`src/rtl/dcl_pkg.sv`:
```
package dcl_pkg;
  localparam int NUM_RES = 3;

  typedef enum int unsigned {
    RES_ROB = 0,
    RES_IQ  = 1,
    RES_LSQ = 2
  } res_e;

  function automatic int max3(int a, int b, int c);
    int m;
    m = (a > b) ? a : b;
    return (m > c) ? m : c;
  endfunction
endpackage

```
`src/rtl/dcl_credit_unit.sv`:
```
module dcl_credit_unit #(
  parameter int FREE_W   = 6,
  parameter int FLIGHT_W = 7,
  parameter int DISP_W   = 4,
  parameter int CRED_W   = 9
) (
  input  logic [FREE_W-1:0]        free_cnt,
  input  logic [FLIGHT_W-1:0]      inflight,
  input  logic [DISP_W-1:0]        disp_now,
  output logic signed [CRED_W-1:0] credit
);
  logic signed [CRED_W-1:0] f_s, i_s, d_s;

  always_comb begin
    f_s    = $signed({{(CRED_W-FREE_W){1'b0}}, free_cnt});
    i_s    = $signed({{(CRED_W-FLIGHT_W){1'b0}}, inflight});
    d_s    = $signed({{(CRED_W-DISP_W){1'b0}}, disp_now});
    credit = f_s - (i_s - d_s);
  end
endmodule

```
`src/rtl/dcl_min_select.sv`:
```
module dcl_min_select #(
  parameter int N      = 3,
  parameter int CRED_W = 9
) (
  input  logic [N-1:0][CRED_W-1:0] cred,
  output logic signed [CRED_W-1:0] min_cred,
  output logic [N-1:0]             min_onehot
);
  always_comb begin
    int best;
    best     = 0;
    min_cred = $signed(cred[0]);
    for (int i = 1; i < N; i++) begin
      if ($signed(cred[i]) < min_cred) begin
        min_cred = $signed(cred[i]);
        best     = i;
      end
    end
    min_onehot       = '0;
    min_onehot[best] = 1'b1;
  end
endmodule

```
`src/rtl/dcl_admit_ctrl.sv`:
```
module dcl_admit_ctrl #(
  parameter int CRED_W  = 9,
  parameter int AVAIL_W = 4,
  parameter int PREG_W  = 8,
  parameter int DEST_W  = 2
) (
  input  logic signed [CRED_W-1:0] min_cred,
  input  logic [AVAIL_W-1:0]       avail,
  input  logic [AVAIL_W-1:0]       width,
  input  logic [PREG_W-1:0]        free_pregs,
  input  logic [DEST_W-1:0]        head_dests,
  output logic [AVAIL_W-1:0]       admit,
  output logic                     block,
  output logic                     limited
);
  logic signed [CRED_W-1:0] avail_s;
  logic [PREG_W-1:0]        dests_ext;
  logic                     nonpos;

  always_comb begin
    avail_s   = $signed({{(CRED_W-AVAIL_W){1'b0}}, avail});
    dests_ext = {{(PREG_W-DEST_W){1'b0}}, head_dests};
    nonpos    = min_cred[CRED_W-1] || (min_cred == '0);
    admit     = '0;
    block     = 1'b0;
    limited   = 1'b0;
    if (avail != '0) begin
      if (nonpos) begin
        limited = 1'b1;
        admit   = '0;
      end else begin
        admit = avail;
        if (min_cred < avail_s) begin
          admit   = min_cred[AVAIL_W-1:0];
          limited = 1'b1;
        end
        if (admit > width) admit = width;
      end
      if (free_pregs < dests_ext) admit = '0;
      if (limited || (admit < avail)) block = 1'b1;
    end
  end
endmodule

```
`src/rtl/dcl_sat_counter.sv`:
```
module dcl_sat_counter #(
  parameter int W = 16
) (
  input  logic         clk,
  input  logic         rst,
  input  logic         inc,
  output logic [W-1:0] cnt
);
  localparam logic [W-1:0] ONE = W'(1);

  always_ff @(posedge clk) begin
    if (rst) cnt <= '0;
    else if (inc && (cnt != '1)) cnt <= cnt + ONE;
  end
endmodule

```
`src/rtl/dispatch_credit_limiter.sv`:
```
module dispatch_credit_limiter
  import dcl_pkg::*;
#(
  parameter int FREE_W   = 6,
  parameter int FLIGHT_W = 7,
  parameter int AVAIL_W  = 4,
  parameter int PREG_W   = 8,
  parameter int DEST_W   = 2,
  parameter int EVT_W    = 16
) (
  input  logic               clk,
  input  logic               rst,
  input  logic [FREE_W-1:0]  rob_free_in,
  input  logic               rob_free_vld,
  input  logic               rob_empty_in,
  input  logic [FREE_W-1:0]  iq_free_in,
  input  logic               iq_free_vld,
  input  logic [FREE_W-1:0]  lsq_free_in,
  input  logic               lsq_free_vld,
  input  logic [AVAIL_W-1:0] disp_all,
  input  logic [AVAIL_W-1:0] disp_lsq,
  input  logic [AVAIL_W-1:0] avail_cnt,
  input  logic [AVAIL_W-1:0] rename_width,
  input  logic [PREG_W-1:0]  free_pregs,
  input  logic [DEST_W-1:0]  head_dests,
  output logic [AVAIL_W-1:0] adm_cnt,
  output logic               block_req,
  output logic [2:0]         full_reason,
  output logic               rob_empty,
  output logic [EVT_W-1:0]   rob_full_evt,
  output logic [EVT_W-1:0]   iq_full_evt,
  output logic [EVT_W-1:0]   lsq_full_evt
);
  localparam int CRED_W = max3(FREE_W, FLIGHT_W, AVAIL_W) + 2;
  localparam int NXT_W  = ((FLIGHT_W > AVAIL_W) ? FLIGHT_W : AVAIL_W) + 2;

  logic [NUM_RES-1:0][FREE_W-1:0]  rpt_val;
  logic [NUM_RES-1:0]              rpt_vld;
  logic [NUM_RES-1:0][FREE_W-1:0]  free_q;
  logic [NUM_RES-1:0][AVAIL_W-1:0] res_disp;
  logic [NUM_RES-1:0][CRED_W-1:0]  cred_all;
  logic [NUM_RES-1:0][EVT_W-1:0]   evt_cnt;
  logic [NUM_RES-1:0]              min_onehot;
  logic signed [CRED_W-1:0]        min_cred;
  logic [FLIGHT_W-1:0]             inflight_q;
  logic [FLIGHT_W-1:0]             inflight_nxt;
  logic signed [NXT_W-1:0]         nxt_s;
  logic [AVAIL_W-1:0]              adm_c;
  logic                            blk_c;
  logic                            lim_c;

  always_comb begin
    rpt_val[RES_ROB] = rob_free_in;
    rpt_val[RES_IQ]  = iq_free_in;
    rpt_val[RES_LSQ] = lsq_free_in;
    rpt_vld[RES_ROB] = rob_free_vld;
    rpt_vld[RES_IQ]  = iq_free_vld;
    rpt_vld[RES_LSQ] = lsq_free_vld;
  end

  for (genvar r = 0; r < NUM_RES; r++) begin : g_res
    if (r == int'(RES_LSQ)) begin : g_lsq_disp
      assign res_disp[r] = disp_lsq;
    end else begin : g_all_disp
      assign res_disp[r] = disp_all;
    end

    dcl_credit_unit #(
      .FREE_W(FREE_W), .FLIGHT_W(FLIGHT_W), .DISP_W(AVAIL_W), .CRED_W(CRED_W)
    ) u_cred (
      .free_cnt(free_q[r]),
      .inflight(inflight_q),
      .disp_now(res_disp[r]),
      .credit  (cred_all[r])
    );

    dcl_sat_counter #(.W(EVT_W)) u_evt (
      .clk(clk),
      .rst(rst),
      .inc(lim_c && min_onehot[r]),
      .cnt(evt_cnt[r])
    );
  end

  dcl_min_select #(.N(NUM_RES), .CRED_W(CRED_W)) u_min (
    .cred      (cred_all),
    .min_cred  (min_cred),
    .min_onehot(min_onehot)
  );

  dcl_admit_ctrl #(
    .CRED_W(CRED_W), .AVAIL_W(AVAIL_W), .PREG_W(PREG_W), .DEST_W(DEST_W)
  ) u_adm (
    .min_cred  (min_cred),
    .avail     (avail_cnt),
    .width     (rename_width),
    .free_pregs(free_pregs),
    .head_dests(head_dests),
    .admit     (adm_c),
    .block     (blk_c),
    .limited   (lim_c)
  );

  always_comb begin
    nxt_s = $signed({{(NXT_W-FLIGHT_W){1'b0}}, inflight_q})
          + $signed({{(NXT_W-AVAIL_W){1'b0}}, adm_c})
          - $signed({{(NXT_W-AVAIL_W){1'b0}}, disp_all});
    if (nxt_s[NXT_W-1]) inflight_nxt = '0;
    else                inflight_nxt = nxt_s[FLIGHT_W-1:0];
  end

  always_ff @(posedge clk) begin
    if (rst) begin
      free_q      <= '0;
      rob_empty   <= 1'b1;
      inflight_q  <= '0;
      adm_cnt     <= '0;
      block_req   <= 1'b0;
      full_reason <= '0;
    end else begin
      for (int r = 0; r < NUM_RES; r++) begin
        if (rpt_vld[r]) free_q[r] <= rpt_val[r];
      end
      if (rob_free_vld) rob_empty <= rob_empty_in;
      inflight_q  <= inflight_nxt;
      adm_cnt     <= adm_c;
      block_req   <= blk_c;
      full_reason <= lim_c ? min_onehot : 3'b000;
    end
  end

  assign rob_full_evt = evt_cnt[RES_ROB];
  assign iq_full_evt  = evt_cnt[RES_IQ];
  assign lsq_full_evt = evt_cnt[RES_LSQ];
endmodule

```
`config.mk`:
```
export PLATFORM = sky130hd
export DESIGN_NAME = dispatch_credit_limiter
export DESIGN_NICKNAME = d
export VERILOG_FILES = /design/src/rtl/dcl_pkg.sv /design/src/rtl/dcl_credit_unit.sv /design/src/rtl/dcl_min_select.sv /design/src/rtl/dcl_admit_ctrl.sv /design/src/rtl/dcl_sat_counter.sv /design/src/rtl/dispatch_credit_limiter.sv
export SDC_FILE = /design/constraint.sdc
export NUM_CORES = 1
export LEC_CHECK = 0
export BUFFER_PORTS_ARGS = -buffer_cell sky130_fd_sc_hd__buf_2
export CORE_MARGIN = 2
export CORE_UTILIZATION = 40
export CTS_CLUSTER_DIAMETER = 150
export DETAILED_ROUTE_END_ITERATION = 8
export MAX_ROUTING_LAYER = met4
export PLACE_DENSITY = 0.66
export SETUP_SLACK_MARGIN = 0.15
export SLEW_MARGIN = 20
export SYNTH_ARGS = -nofsm -noshare
export SYNTH_HDL_FRONTEND = slang
export SYNTH_SLANG_ARGS = --single-unit
export TNS_END_PERCENT = 30
```
`constraint.sdc`:
```
create_clock -name clk -period 27.8 [get_ports clk]
set_input_delay 1.39 -clock clk [delete_from_list [all_inputs] [get_ports clk]]
set_output_delay 1.39 -clock clk [all_outputs]
set_load 0.05 [all_outputs]
```
==> reports/results.ini <==
[grt]
busiest_layer=met2
grt_util_met1_pct=25.2
use_met3_pct=3.26
grt_max_degree=48
antenna_found_initial=0
grt_usage_pct=19.4
grt_pass1_vias=5621
grt-ovfl-total=0
grt_pass1_wl_microns=27500
met2_usage_pct=31.3

[drt]
drt_pass1_iterations=5
wl_per_cell_microns=14.4
routed_wirelength_microns=16300
route.detailed.drc=0
num_vias=6117
ant_nets=0
drt_first_iter_violations=377
viasPerCell=5.38

[critical_path]
start_kind=input pin
crit_slowest_cell=nor2_1
cp_data_required_time_ps=28040
cp-end-kind=register
crit_top_cell=ha_1
crit_path_max_fanout=12
slowest_delay_ps=860
crit_type=in -> reg
cp.arrival_ps=14460

[floorplanning]
ios=107
die_w_microns=133
core_area_sq_mm=0.0164
dieArea_sq_mm=0.0176
die_y_microns=133
rows=47
start_util_pct=40.4

[clock_network]
cts.sinks=82
h-tree-depth=3
cts_tree=done
cts-root-buf=clkbuf_16
numCtsBuffers=9
hold_buffers=0
cts_resized=0
clockBufferDepth=2
clk_latency_ps=350
clk_pin_slew_worst_paths_ps=60
post_cts.repair.setup_buffers=0

[job]
maxCapViolations=0

[yosys]
synthArstFlopShare_pct=0
netlist_instances=821
synth_area_leaders=dfxtp_1 (25%), ha_1 (12%), mux2i_1 (4.8%), xnor2_1 (4.5%), nor2_1 (4.5%)
synth_edf_count=0
netlist_area_sq_mm=0.00663
synth_nets=941
synth_top_area_cell=dfxtp_1
synth_mux_area_share_pct=7.55
ys_types=77
synth_xor_area_share_pct=5.55
synth-simple-area-share_pct=21.6
synth_seq_cells=82
synth_compound_area_share_pct=19.7
ys_warn_count=0
synth_ff_type=dfxtp_1
synth_adder_area_share_pct=14.8
ys_seq_area_share_pct=24.8
avgSynthCellArea_sq_um=8.08
yosysTopAreaCellShare_pct=24.8
synth_top_family_by_area=simple AND/OR/NAND/NOR gates

[finish]
nets=1032
areaGrowthSynthToFinish_pct=15.6
final_common_cell=buf_2
layout_common_cells=buf_2 (106), dfxtp_1 (82), nor2_1 (79), inv_1 (72), ha_1 (61)
diodes=0
drive_gt1_share_pct=17.2

[sta]
fin_crit_sh_pct=51.1
final_max_slew_viol_count=0
hold_violations=0
worst-slew-pin-transition_ps=1060
post-route-min-period_ps=14220
setup_viol=0
fin_setup_tns_ps=0
timing.fmax_ghz=0.0703
finalClockSkew_ps=9.01
slew_headroom_pct=29.1
rsz0062_at_grt=no

[min_path]
hold_path.class=reg -> reg

[placed_design]
routabilityCongestion=0.854
place_hpwl_microns=12800
io_buffers=106

[status]
run_status=finished, final reports clean

## stage by stage
stage               std cells  cell area, sq um  hold WS (ps)  util, %  setup slack (ps)
floorplan                 821              6630           460        -             14880
global placement         1121              7340           457     44.7             13600
detailed placement       1121              7340           464     44.7             13240
CTS                      1137              7670           482     46.7             13620
global route             1137              7670           518     46.7             12300
finish                   1137              7670           472     46.7             13580
## path summary, 6_finish.rpt
check | startpoint | end | slack (ps) | depth (start not counted)
worst min register to register | rob_empty | rob_empty | 470 | 2
worst max-delay path | disp_all[1] | inflight_q[5] | 13580 | 57
worst max register to register | inflight_q[1] | inflight_q[5] | 14340 | 55
worst min-delay path | rob_empty | rob_empty | 470 | 2
## routing by layer
layer	up-vias	share of wire [%]
li1	3118	-
met1	2858	47
met2	120	47
met3	21	3.7
met4	0	1.7
met5	-	0
## layout make-up
class / instances / area [sq um]
Clock buffer: 12 / 256
Clock inverter: 4 / 73.8
Fill cell: 1663 / 8740
Inverter: 73 / 274
Multi-Input combinational cell: 637 / 4590
Sequential cell: 82 / 1640
Tap cell: 220 / 275
Timing Repair Buffer: 109 / 553
## state kept, by name, summed over array words and instances (netlist names)
name	count
rob_empty	1
adm_cnt	4
free_q	18
inflight_q	7
block_req	1
g_res.u_evt.cnt	48
full_reason	3
## logic make-up (layout without fill, tap and decap cells)
family          after synthesis  count (layout)
buf+inv                     102             198
flops                        82              82
simple gates                281             281
xor+xnor                     42              42
fa+ha+maj                    74              74
compound gates              194             194
mux                          46              46
## Yosys cell counts, types with 18 or more instances
cell     instances
dfxtp_1         82
nor2_1          79
inv_1           72
ha_1            61
nand2_1         54
a21oi_1         50
o21ai_0         38
xnor2_1         34
mux2i_1         32
nand3_1         23
or3_1           20
and3_1          19
a21o_1          18
## critical path, delay by kind of cell
kind,cells,cell delay [ps]
multiplexers,3,860
buffers and inverters,4,310
XOR/XNOR,2,370
AO/OA/AOI/OAI,24,5210
adder cells (fa/ha/maj),9,2960
AND/OR/NAND/NOR,15,3340
Power is left out: the tool's default activity adds up to more than one toggle a clock period on the data nets, which glitch-free logic cannot reach.
